--- src/rtl/dmt_pkg.sv ---
package dmt_pkg;

  typedef enum logic [1:0] {
    MODE_PWM  = 2'd0,
    MODE_DCAP = 2'd1,
    MODE_DTMR = 2'd2,
    MODE_CAPT = 2'd3
  } mode_e;

  typedef struct packed {
    logic [1:0] sel_b;
    logic [1:0] sel_a;
    logic       src1;
    logic       src0;
    logic       run1;
    logic       run0;
    mode_e      mode;
  } ctrl_t;

  localparam int CTRL_W = $bits(ctrl_t);

  localparam logic [3:0] A_CTRL = 4'd0;
  localparam logic [3:0] A_RLD0 = 4'd1;
  localparam logic [3:0] A_RLD1 = 4'd2;
  localparam logic [3:0] A_CMP  = 4'd3;
  localparam logic [3:0] A_CNT0 = 4'd4;
  localparam logic [3:0] A_CNT1 = 4'd5;
  localparam logic [3:0] A_CAP0 = 4'd6;
  localparam logic [3:0] A_CAP1 = 4'd7;
  localparam logic [3:0] A_STAT = 4'd8;

endpackage

--- src/rtl/dmt_edge.sv ---
module dmt_edge #(
  parameter int SYNC = 2
) (
  input  logic       clk,
  input  logic       rst_n,
  input  logic       din,
  input  logic [1:0] sel,
  output logic       hit
);
  logic [SYNC-1:0] sh_q;
  logic            prev_q;
  logic            s;
  logic            rise, fall;

  assign s = sh_q[SYNC-1];

  always_ff @(posedge clk or negedge rst_n) begin
    if (!rst_n) begin
      sh_q   <= '0;
      prev_q <= 1'b0;
    end else begin
      sh_q   <= {sh_q[SYNC-2:0], din};
      prev_q <= s;
    end
  end

  assign rise = s & ~prev_q;
  assign fall = ~s & prev_q;

  always_comb begin
    case (sel)
      2'b01:   hit = rise;
      2'b10:   hit = fall;
      2'b11:   hit = rise | fall;
      default: hit = 1'b0;
    endcase
  end
endmodule

--- src/rtl/dmt_counter.sv ---
module dmt_counter #(
  parameter int W = 16
) (
  input  logic         clk,
  input  logic         rst_n,
  input  logic         load,
  input  logic [W-1:0] load_val,
  input  logic         en,
  input  logic [W-1:0] reload,
  output logic [W-1:0] cnt,
  output logic         wrap
);
  assign wrap = en && !load && (cnt == '0);

  always_ff @(posedge clk or negedge rst_n) begin
    if (!rst_n)          cnt <= '0;
    else if (load)       cnt <= load_val;
    else if (en) begin
      if (cnt == '0)     cnt <= reload;
      else               cnt <= cnt - 1'b1;
    end
  end
endmodule

--- src/rtl/dmt_capture.sv ---
module dmt_capture #(
  parameter int W = 16
) (
  input  logic         clk,
  input  logic         rst_n,
  input  logic         evt,
  input  logic [W-1:0] value,
  input  logic         clr_cap,
  input  logic         clr_ovf,
  output logic [W-1:0] cap_val,
  output logic         cap_flag,
  output logic         ovf_flag
);
  always_ff @(posedge clk or negedge rst_n) begin
    if (!rst_n) begin
      cap_val  <= '0;
      cap_flag <= 1'b0;
      ovf_flag <= 1'b0;
    end else begin
      if (evt) cap_val <= value;

      if (evt)          cap_flag <= 1'b1;
      else if (clr_cap) cap_flag <= 1'b0;

      if (evt && cap_flag && !clr_cap) ovf_flag <= 1'b1;
      else if (clr_ovf)                ovf_flag <= 1'b0;
    end
  end
endmodule

--- src/rtl/dual_mode_timer.sv ---
module dual_mode_timer
  import dmt_pkg::*;
#(
  parameter int W    = 16,
  parameter int AW   = 4,
  parameter int SYNC = 2
) (
  input  logic          clk,
  input  logic          rst_n,
  input  logic          tick_en,
  input  logic          wr_en,
  input  logic [AW-1:0] wr_addr,
  input  logic [W-1:0]  wr_data,
  input  logic [AW-1:0] rd_addr,
  output logic [W-1:0]  rd_data,
  input  logic [1:0]    ev_in,
  output logic          pwm_out,
  output logic [1:0]    und_flag,
  output logic [1:0]    cap_flag,
  output logic [1:0]    ovf_flag
);
  localparam int NCH = 2;

  ctrl_t                   ctrl_q;
  logic [NCH-1:0][W-1:0]   rld_q;
  logic [W-1:0]            cmp_q;
  logic [NCH-1:0][W-1:0]   cnt;
  logic [NCH-1:0][W-1:0]   cap_val;
  logic [NCH-1:0][1:0]     sel;
  logic [NCH-1:0]          hit, cnt_en, wrap, load, cap_evt, run, src;
  logic [NCH-1:0]          clr_und, clr_cap, clr_ovf;
  logic [NCH-1:0]          und_q;
  logic                    wr_stat;
  logic                    pwm_q;

  assign sel[0] = ctrl_q.sel_a;
  assign sel[1] = ctrl_q.sel_b;
  assign run    = {ctrl_q.run1, ctrl_q.run0};
  assign src    = {ctrl_q.src1, ctrl_q.src0};

  // register writes
  assign wr_stat = wr_en && (wr_addr == A_STAT);
  assign clr_und = wr_stat ? wr_data[1:0] : '0;
  assign clr_cap = wr_stat ? wr_data[3:2] : '0;
  assign clr_ovf = wr_stat ? wr_data[5:4] : '0;

  always_ff @(posedge clk or negedge rst_n) begin
    if (!rst_n) begin
      ctrl_q <= '0;
      rld_q  <= '0;
      cmp_q  <= '0;
    end else if (wr_en) begin
      if (wr_addr == A_CTRL) ctrl_q <= ctrl_t'(wr_data[CTRL_W-1:0]);
      if (wr_addr == A_CMP)  cmp_q  <= wr_data;
      for (int i = 0; i < NCH; i++)
        if (wr_addr == AW'(A_RLD0 + i)) rld_q[i] <= wr_data;
    end
  end

  // mode dependent pacing and capture gating
  always_comb begin
    cnt_en  = '0;
    cap_evt = '0;
    unique case (ctrl_q.mode)
      MODE_PWM: begin
        cnt_en[0] = run[0] & tick_en;
      end
      MODE_DCAP: begin
        cnt_en  = run & {NCH{tick_en}};
        cap_evt = hit;
      end
      MODE_DTMR: begin
        for (int i = 0; i < NCH; i++)
          cnt_en[i] = run[i] & (src[i] ? hit[i] : tick_en);
      end
      MODE_CAPT: begin
        cnt_en[0]  = run[0] & tick_en;
        cnt_en[1]  = run[1] & (src[1] ? hit[1] : tick_en);
        cap_evt[0] = hit[0];
      end
      default: ;
    endcase
  end

  genvar g;
  generate
    for (g = 0; g < NCH; g++) begin : g_ch
      assign load[g] = wr_en && (wr_addr == AW'(A_RLD0 + g));

      dmt_edge #(.SYNC(SYNC)) u_edge (
        .clk(clk), .rst_n(rst_n), .din(ev_in[g]), .sel(sel[g]), .hit(hit[g])
      );

      dmt_counter #(.W(W)) u_cnt (
        .clk(clk), .rst_n(rst_n), .load(load[g]), .load_val(wr_data),
        .en(cnt_en[g]), .reload(rld_q[g]), .cnt(cnt[g]), .wrap(wrap[g])
      );

      dmt_capture #(.W(W)) u_cap (
        .clk(clk), .rst_n(rst_n), .evt(cap_evt[g]), .value(cnt[g]),
        .clr_cap(clr_cap[g]), .clr_ovf(clr_ovf[g]),
        .cap_val(cap_val[g]), .cap_flag(cap_flag[g]), .ovf_flag(ovf_flag[g])
      );

      always_ff @(posedge clk or negedge rst_n) begin
        if (!rst_n)          und_q[g] <= 1'b0;
        else if (wrap[g])    und_q[g] <= 1'b1;
        else if (clr_und[g]) und_q[g] <= 1'b0;
      end
    end
  endgenerate

  assign und_flag = und_q;

  always_ff @(posedge clk or negedge rst_n) begin
    if (!rst_n) pwm_q <= 1'b0;
    else        pwm_q <= (ctrl_q.mode == MODE_PWM) && ctrl_q.run0 && (cnt[0] > cmp_q);
  end
  assign pwm_out = pwm_q;

  always_comb begin
    rd_data = '0;
    case (rd_addr)
      A_CTRL: rd_data = W'(ctrl_q);
      A_RLD0: rd_data = rld_q[0];
      A_RLD1: rd_data = rld_q[1];
      A_CMP:  rd_data = cmp_q;
      A_CNT0: rd_data = cnt[0];
      A_CNT1: rd_data = cnt[1];
      A_CAP0: rd_data = cap_val[0];
      A_CAP1: rd_data = cap_val[1];
      A_STAT: rd_data = W'({ovf_flag, cap_flag, und_q});
      default: rd_data = '0;
    endcase
  end
endmodule

--- config.mk ---
export PLATFORM = sky130hd
export DESIGN_NAME = dual_mode_timer
export DESIGN_NICKNAME = d
export VERILOG_FILES = /design/src/rtl/dmt_pkg.sv /design/src/rtl/dmt_edge.sv /design/src/rtl/dmt_counter.sv /design/src/rtl/dmt_capture.sv /design/src/rtl/dual_mode_timer.sv
export SDC_FILE = /design/constraint.sdc
export NUM_CORES = 1
export LEC_CHECK = 0
export BUFFER_PORTS_ARGS = -buffer_cell sky130_fd_sc_hd__buf_2
export CORE_ASPECT_RATIO = 1.25
export CORE_MARGIN = 4
export CORE_UTILIZATION = 50
export CTS_CLUSTER_DIAMETER = 150
export CTS_CLUSTER_SIZE = 10
export DETAILED_ROUTE_END_ITERATION = 10
export GPL_TIMING_DRIVEN = 0
export PLACE_DENSITY = 0.68
export SYNTH_ARGS = -nofsm -noshare
export SYNTH_HDL_FRONTEND = slang
export SYNTH_SLANG_ARGS = --single-unit
--- constraint.sdc ---
create_clock -name clk -period 2.7 [get_ports clk]
set_input_delay 0.405 -clock clk [delete_from_list [all_inputs] [get_ports clk]]
set_output_delay 0.405 -clock clk [all_outputs]
set_load 0.05 [all_outputs]
# Word level (Yosys, flattened, before mapping)
# Index checks and enable logic that the tools add are counted.
[word_totals]
register_bits = 135
input_bits = 30
output_inout_bits = 23
elab_cells = 130
[op_classes]
n_addsub = 2
order_cmp = 1
n_eq_ne = 21
muxes = 30
n_bitwise = 14
reduce_logical = 37
[op_table]
columns = ["cell", "n"]
rows = [
  ["$pmux W16 S9", 1],
  ["$mux W16", 6],
  ["$logic_not A16 Y1", 2],
  ["$sub A16 B1 Y16 const B", 2],
  ["$eq A4 B2 Y1 const B", 4],
  ["$eq A4 B3 Y1 const B", 4],
  ["$gt A16 B16 Y1", 1],
  ["$mux W1", 16],
  ["$reduce_bool A2 Y1", 8],
  ["$logic_and A1 B1 Y1", 13],
  ["$eq A2 B2 Y1 const B", 6],
  ["$pmux W1 S3", 3],
  ["$eq A4 B1 Y1 const B", 2],
  ["$eq A4 B4 Y1 const B", 2],
  ["$logic_not A4 Y1", 2],
  ["$reduce_and A2 Y1", 4],
  ["$and A1 B1 Y1", 7],
  ["$eq A2 B1 Y1 const B", 3],
  ["$mux W2", 3],
  ["$reduce_or A2 Y1", 3],
  ["$logic_not A1 Y1", 4],
  ["$not A1 Y1", 4],
  ["$and A2 B2 Y2", 1],
  ["$logic_not A2 Y1", 1],
  ["other kinds (2)", 3],
]

# Depth between registers and ports, before layout
[depth]
ltp_word = 10
ltp_mapped = 10
ltp_nobuf = 8

# Modules after synthesis
# A second synthesis with hierarchy kept.
[hier_totals]
hier_cells = 762
hier_area_um2 = 8204.1
[modules_own_cells]
columns = ["mod", "instances", "cells_each", "area_each_um2", "seq_area_each_um2"]
rows = [
  ["dual_mode_timer", 1, 342, 3822.4, 1526.5],
  ["dmt_counter", 2, 158, 1338.8, 400.4],
  ["dmt_capture", 2, 40, 718.2, 450.4],
  ["dmt_edge", 2, 12, 133.9, 75.1],
]

# Worst setup path before layout
# No wires, ideal clock.
[synth_timing]
path_type = "input port to output port"
startpoint = "input rd_addr[2]"
endpoint = "output rd_data[4]"
arrival_time_ns = 2.895
required_time_ns = 2.295
slack_ns = -0.600
stages = 5
n_path_buf = 2
path_cell_list = "clkbuf_1 -> buf_1 -> nor2_1 -> a21oi_1 -> o311ai_0"
[synth_between]
elab_chain_cells = 2
word_cells_on_any_way = 10
cone_classes = "eq/ne: 8; mux: 1; reduce/logical: 1"
[synth_lines]
columns = ["element", "line", "text"]
rows = [
  ["start, declared", "dual_mode_timer.sv:14", "input logic [AW-1:0] rd_addr,"],
  ["$eq A4 B4 Y1 (tied with other cells)", "dual_mode_timer.sv:123", "case (rd_addr)"],
  ["$pmux W16 S9 (*)", "dual_mode_timer.sv:123", ""],
  ["end, declared", "dual_mode_timer.sv:15", "output logic [W-1:0] rd_data,"],
]
# Mark *: on every way between the ends. The rest lies on a longest branch, timed or not.

# Worst setup path in the final report
[layout_timing]
startpoint = "input rd_addr[1]"
endpoint = "output rd_data[4]"
# The elaborated chain is that of the path after synthesis.

==> out/metrics.yaml <==
placement:
  gp_congestion: 0.992
  hpwl_um: 18500
  placed_area_mm2: 0.00847
  dp_cells: 1096
  io_buffers: 49
routing:
  wl_met3_um: 1300
  drc_errors: 0
  maxUsedRoutingLayer: "met4"
  wl_met1_um: 10000
  drt_iter0_markers: 610
  ant_nets: 0
  drt-wirelength-per-cell_um: 21.3
  first_pass_iters: 5
  met2WireLength_um: 11800
  via_per_inst: 5.93
  wl_um: 24000
  vias: 6681
worst_setup_path:
  reg2reg_slack_ns: 0.12
  critical_path_required_ns: 2.30
  r2r-end: "g_ch[1].u_cnt.cnt[2]"
  worstPathArrival_ns: 2.20
  endpoint: "rd_data[4]"
  r2r_cells: 9
  critPathCaptureType: "output port"
  critPathKind: "input pin to output port"
  cp_max_fo: 10
  cp-startpoint: "rd_addr[1]"
  startpoint_type: "input pin"
  r2r-start: "ctrl_q[0]"
synthesis:
  synth_edf_count: 0
  ys.flop_type: "dfrtp_1"
  yosysWarnings: 0
  syn_inst: 834
  mappedNetlistArea_mm2: 0.00790
  seq_area_frac_synth_pct: 42.7
  syn_area_per_cell_um2: 9.48
  ys_seq_elements: 135
  post_synth_num_cell_types: 72
  syn-num-nets: 893
  async_reset_ff_share_pct: 100
final_layout:
  antenna_cells: 0
  area_growth_syn_to_layout_pct: 15.6
  instances_no_fill: 1127
  drive_above_1_share_pct: 22.1
  fin_area_mm2: 0.00914
  final_common_cell: "nand2_1"
  layout.nets: 961
  final_cell_mix: "nand2_1, dfrtp_1, mux2_2"
clock_tree:
  clk_transition_reported_paths_ns: 0.06
  cts_setup_buffers: 0
  clk_path_buf_depth: 2
  cts_inserted_buffers: 17
  clock_latency_ns: 0.42
  cts.sinks: 135
  tritoncts: "built"
  cts_max_level: 4
  clock-root-buffer: "clkbuf_16"
die:
  core_region_area_mm2: 0.0156
  die_y_um: 149
  dieArea_mm2: 0.0179
  die_x_um: 120
  io_pins: 53
  start_util_pct: 50.8
  num_rows: 51
global_route:
  grt_max_degree: 80
  grt-ovfl-total: 0
  grt_use_total_pct: 27.5
  grt_pass1_vias: 6407
  grt_pass1_wl_um: 37000
  grt_antenna_before_repair: 0
timing:
  fin_setup_tns_ns: 0
  finalCritPeriodShare_pct: 96.6
  hold_viol: 0
  rsz0062_at_grt: "yes"
  worstMarginPinSlew_ns: 0.804
  setup_viol: 0
  fmax_mhz: 383
  min_period_ns: 2.61
  relSlewSlack_pct: 46.2
  slew_viol_final: 0
  clock_skew_ns: 0.00742
power_and_ir_drop:
  p_sw_share_pct: 38.6
  p_leak_nw: 4.21
  p_per_area_mw_per_mm2: 996
  p_comb_share_pct: 35.2
  power_frac_seq_pct: 38.2
  p_sw_mw: 3.51
  power.share.clock_pct: 26.6
  p_int_mw: 5.58
  ir_drop_mv: 0.431
hold_path:
  hp-class: "input pin to register"
outcome:
  status: "completed"
run:
  cap_violations: 0
[through the flow]
stage / utilization [%] / power [mW] / hold WS [ns] / worst slack [ns]
4_1_cts: 58.6 / 9.07 / 0.0719 / 0.0292
6_report: 58.7 / 9.10 / 0.0870 / 0.0922
3_3_place_gp: 54.2 / 6.53 / 0.336 / -0.673
2_1_floorplan: - / 5.61 / 0.109 / -0.249
5_1_grt: 58.7 / 9.60 / 0.0750 / -0.0234
3_5_place_dp: 54.4 / 6.61 / 0.337 / -0.443
[worst min path at each step]
| stage | startpoint | to | slack, ns | cells after the start |
|---|---|---|---|---|
| finish | ev_in[1] | g_ch[1].u_edge.sh_q[0] | 0.09 | 1 |
| global route | ev_in[1] | g_ch[1].u_edge.sh_q[0] | 0.08 | 1 |
| CTS | ev_in[1] | g_ch[1].u_edge.sh_q[0] | 0.07 | 1 |
| detailed placement | g_ch[0].u_edge.sh_q[0] | g_ch[0].u_edge.sh_q[1] | 0.34 | 0 |
| global placement | g_ch[0].u_edge.sh_q[0] | g_ch[0].u_edge.sh_q[1] | 0.34 | 0 |
| floorplan | rst_n | cmp_q[0] | 0.11 | 0 |
[cell type report]
class                           count  area [µm²]
Inverter                           34         128
Fill cell                        1381        6430
Tap cell                          212         265
Clock inverter                     11         148
Multi-Input combinational cell    613        4190
Sequential cell                   135        3380
Clock buffer                       21         470
Buffer                             50         267
Timing Repair Buffer               51         289
[cells by family after synthesis]
logic type | share of synthesized area [%]
and+or+nand+nor | 17.1
adders and majority gates | 4.59
muxes | 13.8
xor gates and xnor gates | 1.11
AOI/OAI and AO/OA | 15.8
buffers and inverters | 4.81
DFF | 42.7
[layer usage]
metal / GRT usage (%) / vias to the layer above
met2: 45.8 / 247
met4: 11.0 / 0
met3: 4.07 / 41
li1: - / 3130
met1: 36.2 / 3263
met5: 0 / -
[cells in the mapped netlist, types with 12 or more instances]
cell type  instances  area share [%]
nand2_1          139             6.6
dfrtp_1          135              43
clkbuf_1          38             1.8
nand3_1           13            0.82
o21ai_0           51             3.2
mux2i_1           28             3.5
inv_1             34             1.6
nor2_1            61             2.9
ha_1              29             4.6
mux2_2            68             9.7
a21oi_1           35             2.2
nor2b_1           12            0.95
[power by group through the flow]
| stage | registers [mW] | logic, mW | clock network [mW] |
|---|---|---|---|
| global placement | 3.45 | 3.09 | 0 |
| CTS | 3.43 | 3.20 | 2.44 |
| global route | 3.55 | 3.52 | 2.53 |
| detailed placement | 3.46 | 3.15 | 0 |
| finish | 3.47 | 3.21 | 2.42 |
| floorplan | 3.15 | 2.46 | 0 |
[critical path: stages]
cell and delay, ns:
buf_2 0.11, clkbuf_2 0.23, nor2b_2 0.33, and2_1 0.43, a222oi_1 0.19, o311ai_1 0.16, buf_2 0.34
[registers in the layout (all words and copies together) (netlist names)]
signal	flops
g_ch.u_cnt.cnt	32
g_ch.u_cap.cap_val	32
g_ch.u_edge.prev_q	2
cmp_q	16
g_ch.u_cap.cap_flag	2
pwm_out	1
und_flag	2
g_ch.u_edge.sh_q	4
rld_q	32
g_ch.u_cap.ovf_flag	2
ctrl_q	10
[repair_timing]
item	in CTS	in global routing
hold endpoints to repair	56	0
gates resized for setup	15	12
hold buffers	1	0
setup endpoints to repair	31	25
Note: power is estimated with default switching activity, not from simulation.
